[config.mk]
export PLATFORM = sky130hd
export DESIGN_NAME = conn_mem_loader
export DESIGN_NICKNAME = d
export VERILOG_FILES = /design/src/rtl/cml_pkg.sv /design/src/rtl/cml_decode.sv /design/src/rtl/cml_fill_seq.sv /design/src/rtl/cml_mem.sv /design/src/rtl/conn_mem_loader.sv
export SDC_FILE = /design/constraint.sdc
export NUM_CORES = 2
export LEC_CHECK = 0
export BUFFER_PORTS_ARGS = -buffer_cell sky130_fd_sc_hd__buf_4
export CORE_ASPECT_RATIO = 0.9
export CORE_MARGIN = 10
export CORE_UTILIZATION = 63
export DETAILED_ROUTE_END_ITERATION = 6
export PLACE_DENSITY = 0.81
export SYNTH_ARGS = -nofsm -noshare
export SYNTH_HDL_FRONTEND = slang
export SYNTH_SLANG_ARGS = --single-unit
[constraint.sdc]
create_clock -name clk -period 15.8 [get_ports clk]
set_clock_uncertainty 0.1 [all_clocks]
set_input_delay 0.79 -clock clk [delete_from_list [all_inputs] [get_ports clk]]
set_output_delay 0.79 -clock clk [all_outputs]
set_load 0.05 [all_outputs]
[src/rtl/cml_pkg.sv]
package cml_pkg;
    localparam int MUX_W  = 3;
    localparam int SLOT_W = 5;
    localparam int ADDR_W = MUX_W + SLOT_W;
    localparam int DEPTH  = 1 << ADDR_W;

    typedef logic [ADDR_W-1:0] cm_addr_t;

    typedef enum logic [2:0] {
        OP_IDLE,
        OP_WRITE,
        OP_READ,
        OP_TC_ONE,
        OP_TC_MUX,
        OP_TC_ALL
    } cm_op_e;

    typedef struct packed {
        cm_op_e   op;
        cm_addr_t addr;
        cm_addr_t data;
    } cm_req_t;

    typedef struct packed {
        logic     busy;
        cm_addr_t ptr;
        cm_addr_t last;
    } fill_st_t;

    typedef struct packed {
        logic     valid;
        cm_addr_t data;
    } rd_st_t;
endpackage

[src/rtl/cml_decode.sv]
module cml_decode
    import cml_pkg::*;
(
    input  logic              cmd_valid,
    input  logic              cmd_ready,
    input  logic [MUX_W-1:0]  dst_mux,
    input  logic [SLOT_W-1:0] dst_slot,
    input  logic [MUX_W-1:0]  src_mux,
    input  logic [SLOT_W-1:0] src_slot,
    input  logic              rd_bit,
    input  logic              tc_bit,
    input  logic              rng_lo,
    input  logic              rng_hi,
    output cm_req_t           req
);
    always_comb begin
        req.op   = OP_IDLE;
        req.addr = {dst_mux, dst_slot};
        req.data = {src_mux, src_slot};
        if (cmd_valid && cmd_ready) begin
            if (rd_bit) begin
                req.op = OP_READ;
            end else if (!tc_bit) begin
                req.op = OP_WRITE;
            end else begin
                unique case ({rng_hi, rng_lo})
                    2'b01:   req.op = OP_TC_MUX;
                    2'b10:   req.op = OP_TC_ALL;
                    default: req.op = OP_TC_ONE;
                endcase
                // identity: source taken from destination fields
                req.data = {dst_mux, dst_slot};
            end
        end
    end
endmodule

[src/rtl/cml_fill_seq.sv]
module cml_fill_seq
    import cml_pkg::*;
(
    input  logic             clk,
    input  logic             rst_n,
    input  cm_op_e           op,
    input  logic [MUX_W-1:0] base_mux,
    output logic             busy,
    output logic             fill_we,
    output cm_addr_t         fill_addr
);
    fill_st_t st_d, st_q;

    always_comb begin
        st_d = st_q;
        if (st_q.busy) begin
            st_d.ptr = st_q.ptr + 1'b1;
            if (st_q.ptr == st_q.last) begin
                st_d.busy = 1'b0;
            end
        end else begin
            unique case (op)
                OP_TC_MUX: begin
                    st_d.busy = 1'b1;
                    st_d.ptr  = {base_mux, {SLOT_W{1'b0}}};
                    st_d.last = {base_mux, {SLOT_W{1'b1}}};
                end
                OP_TC_ALL: begin
                    st_d.busy = 1'b1;
                    st_d.ptr  = '0;
                    st_d.last = '1;
                end
                default: ;
            endcase
        end
    end

    always_ff @(posedge clk) begin
        if (!rst_n) begin
            st_q <= '0;
        end else begin
            st_q <= st_d;
        end
    end

    assign busy      = st_q.busy;
    assign fill_we   = st_q.busy;
    assign fill_addr = st_q.ptr;
endmodule

[src/rtl/cml_mem.sv]
module cml_mem
    import cml_pkg::*;
(
    input  logic     clk,
    input  logic     rst_n,
    input  logic     we,
    input  cm_addr_t waddr,
    input  cm_addr_t wdata,
    input  logic     re,
    input  cm_addr_t raddr,
    output logic     rd_valid,
    output cm_addr_t rd_data
);
    cm_addr_t mem_q [DEPTH];
    rd_st_t   rd_d, rd_q;

    always_ff @(posedge clk) begin
        if (we) begin
            mem_q[waddr] <= wdata;
        end
    end

    always_comb begin
        rd_d       = rd_q;
        rd_d.valid = re;
        if (re) begin
            rd_d.data = mem_q[raddr];
        end
    end

    always_ff @(posedge clk) begin
        if (!rst_n) begin
            rd_q <= '0;
        end else begin
            rd_q <= rd_d;
        end
    end

    assign rd_valid = rd_q.valid;
    assign rd_data  = rd_q.data;
endmodule

[src/rtl/conn_mem_loader.sv]
module conn_mem_loader
    import cml_pkg::*;
(
    input  logic              clk,
    input  logic              rst_n,
    input  logic              cmd_valid,
    output logic              cmd_ready,
    input  logic [MUX_W-1:0]  cmd_dst_mux,
    input  logic [SLOT_W-1:0] cmd_dst_slot,
    input  logic [MUX_W-1:0]  cmd_src_mux,
    input  logic [SLOT_W-1:0] cmd_src_slot,
    input  logic              cmd_read,
    input  logic              cmd_tc,
    input  logic              cmd_rng_lo,
    input  logic              cmd_rng_hi,
    output logic              busy,
    output logic              rd_valid,
    output logic [ADDR_W-1:0] rd_data
);
    cm_req_t  req;
    logic     fill_we;
    cm_addr_t fill_addr;
    logic     wr_we;
    cm_addr_t wr_addr;
    cm_addr_t wr_data;

    assign cmd_ready = !busy;

    cml_decode u_decode (
        .cmd_valid (cmd_valid),
        .cmd_ready (cmd_ready),
        .dst_mux   (cmd_dst_mux),
        .dst_slot  (cmd_dst_slot),
        .src_mux   (cmd_src_mux),
        .src_slot  (cmd_src_slot),
        .rd_bit    (cmd_read),
        .tc_bit    (cmd_tc),
        .rng_lo    (cmd_rng_lo),
        .rng_hi    (cmd_rng_hi),
        .req       (req)
    );

    cml_fill_seq u_fill (
        .clk       (clk),
        .rst_n     (rst_n),
        .op        (req.op),
        .base_mux  (req.addr[ADDR_W-1:SLOT_W]),
        .busy      (busy),
        .fill_we   (fill_we),
        .fill_addr (fill_addr)
    );

    always_comb begin
        wr_we   = fill_we || (req.op == OP_WRITE) || (req.op == OP_TC_ONE);
        wr_addr = fill_we ? fill_addr : req.addr;
        wr_data = fill_we ? fill_addr : req.data;
    end

    cml_mem u_mem (
        .clk      (clk),
        .rst_n    (rst_n),
        .we       (wr_we),
        .waddr    (wr_addr),
        .wdata    (wr_data),
        .re       (req.op == OP_READ),
        .raddr    (req.addr),
        .rd_valid (rd_valid),
        .rd_data  (rd_data)
    );
endmodule

==> flow_summary.yaml <==
status:
  status: "finished with violations"
  violations: "max-capacitance violations, max-slew violations"
global_route:
  overflow: 0
  gr-usage-all-layers_pct: 29.2
  antenna_found_initial: 8
  grt_pass1_wl_mm: 305
  grt_pass1_vias: 42400
  grt_max_degree: 221
floorplan:
  die_w_um: 399
  core-area_um2: 129000
  io_pins: 34
  dieHeight_um: 361
  die-area_um2: 144000
  start_util_pct: 63.3
  rows: 125
sta:
  period_share_pct: 31.7
  rsz0062_at_grt: "false"
  finalSetupTns_ns: 0
  period_minus_slack_ns: 5.01
  setup_violations: 0
  tightest_slew_ns: 1.49
  max_freq_mhz: 199
  slew_headroom_pct: -2.21
  hold_viol: 0
  drv_slew: 1
setup_path:
  cp_max_fo: 108
  reg2reg_depth: 6
  required_ns: 16.42
  r2r_end: "u_mem.mem_q[72][5]"
  start_kind: "input pin"
  rrSetupSlack_ns: 11.21
  arrival_ns: 5.64
  path_class: "input pin to flip-flop"
  rr_startpoint: "u_fill.busy"
  end_kind: "flip-flop"
clock_network:
  cts_made_buffers: 193
  cts_post_setup_buffers_inserted: 0
  cts_root_buffer: "clkbuf_16"
  cts_buffer_depth: 3
  cts_sinks: 2070
  cts-hold-fix-buffers: 0
  cts.reportedPaths.clkPinSlew_ns: 0.06
  cts_tree: "yes"
  cts_resized: 0
  htree_levels: 4
  clkLatencyLatePin_ns: 0.82
finish:
  synthToLayoutAreaGrowth_pct: 9.38
  fin_nets: 4079
  drive_gt1_share_pct: 20.1
  post-route-util_pct: 69.2
  antennaDiodeCount: 0
  fillers: 7218
synth:
  synth_nets: 4022
  yosysWarnings: 0
  synth_area_leaders: "edfxtp_1, mux4_2, mux2i_1, nor2_1, mux4_1"
  avgSynthCellArea_um2: 20.4
  synth_top_cells_by_count: "edfxtp_1, mux4_2, nor2_1"
  synth_top_cell_area_share_pct: 75.5
  yosysTopAreaCell: "edfxtp_1"
  synth-seq-cells: 2070
  synth_edf_count: 2048
  yosysSeqAreaShare_pct: 76.1
  ys_types: 77
  synth_area_um2: 81400
  ys.flop_type: "edfxtp_1"
  yosysMostFrequentCell: "edfxtp_1"
  async_flop_share_pct: 0
  synth_cells: 3997
power:
  leakage_nw: 27.7
  peakVddDrop_mv: 0.130
  power.density_nw_per_um2: 127
detailed_routing:
  ant_nets: 0
  viasPerCell: 7.24
  wl_per_cell_um: 35.5
  vias: 42900
  first_iter_violations: 7349
  wl_mm: 210
  drt_drc_violations_left: 0
  drt_first_pass_iters: 6
worst_hold_path:
  hold_path.startpoint: "rst_n"
  worstHoldPathCells: 2
  hp-class: "input pin to flip-flop"
  hold_end: "u_fill.fill_addr[7]"
flow_run:
  cap_violations: 1
placed_design:
  hpwl_mm: 120
  place_congestion: 0.908
  port_buffers: 33
## placed cells by master (no fill, tap or decap), types with 44 or more instances in the layout
cell type	netlist	routed
clkinv_1	2	48
nor3_1	51	51
mux4_2	413	413
buf_4	17	99
nor2_1	294	293
nand2_1	146	145
o22ai_1	72	72
clkbuf_16	0	197
edfxtp_1	2048	2048
mux2i_1	214	214
nand3_1	52	44
## metal layers
metal	global-route usage (%)	vias up	wire, um
met2	43.2	3833	96200
met1	40.3	21800	72500
met3	9.63	595	31200
li1	-	16700	-
met4	12.1	8	10200
met5	0	-	53
## sequential cells by signal, indices dropped and copies added, names as in the netlist
name	cells
u_mem.rd_data	8
u_mem.mem_q	2048
u_fill.busy	1
u_fill.st_q	4
u_mem.rd_valid	1
u_fill.fill_addr	8
## worst max-delay path by stage
stage	start	end	slack [ns]	depth (start not counted)
final	cmd_dst_slot[0]	u_mem.rd_data[5]	10.79	10
after global routing	cmd_dst_slot[0]	u_mem.rd_data[5]	10.69	10
after CTS	cmd_dst_slot[0]	u_mem.rd_data[5]	11.05	10
after detailed placement	cmd_dst_slot[0]	u_mem.rd_data[5]	10.21	10
after global placement	cmd_dst_slot[0]	u_mem.rd_data[5]	10.16	10
after floorplan	cmd_dst_slot[4]	u_mem.mem_q[0][4]	1.63	7
## kinds of logic (layout without fill, tap and decap cells)
family                   after synthesis  in the layout  share of synthesized area [%]
AND/OR/NAND/NOR                      640            640                           3.46
adder cells (fa/ha/maj)                2              2                         0.0307
XOR/XNOR                               5              5                         0.0538
multiplexers                         668            668                           15.1
flip-flops                          2070           2070                           76.1
buffers and inverters                257            472                           2.16
AO/OA/AOI/OAI                        355            355                           3.13
## report_power, final
group | switching, mW | internal [mW]
Combinational | 0.438 | 0.177
Clock | 2.02 | 2.54
Sequential | 0.00679 | 6.10
## layout make-up
type | count | area (um2) | area share [%]
Timing Repair Buffer | 109 | 933 | 1.05
Clock buffer | 238 | 5090 | 5.72
Inverter | 10 | 42.5 | 0.0478
Tap cell | 1714 | 2140 | 2.41
Sequential cell | 2070 | 61900 | 69.5
Multi-Input combinational cell | 1670 | 17900 | 20.1
Clock inverter | 115 | 1020 | 1.14
## metrics by stage
stage               area [um2]  total power, mW  hold WS [ns]  setup WS, ns  instances
finish                   89100             11.3         0.164         10.79       5926
global placement         83000             6.80         0.356         10.16       5573
floorplan                81400             6.71         0.347          1.63       3997
CTS                      89100             11.3         0.129         11.05       5926
global route             89100             11.5         0.171         10.69       5926
detailed placement       83000             6.82         0.365         10.21       5573
## critical path, cell delays in order
cell and delay (ns):
buf_8 0.44, buf_4 0.70, buf_12 0.62, mux4_2 0.39, and2_1 0.12, a2111oi_0 0.06
buf_4 0.21, a2111oi_0 1.21, nand3_1 0.35, o311ai_1 0.36
Note: power is estimated with default switching activity, not from simulation.
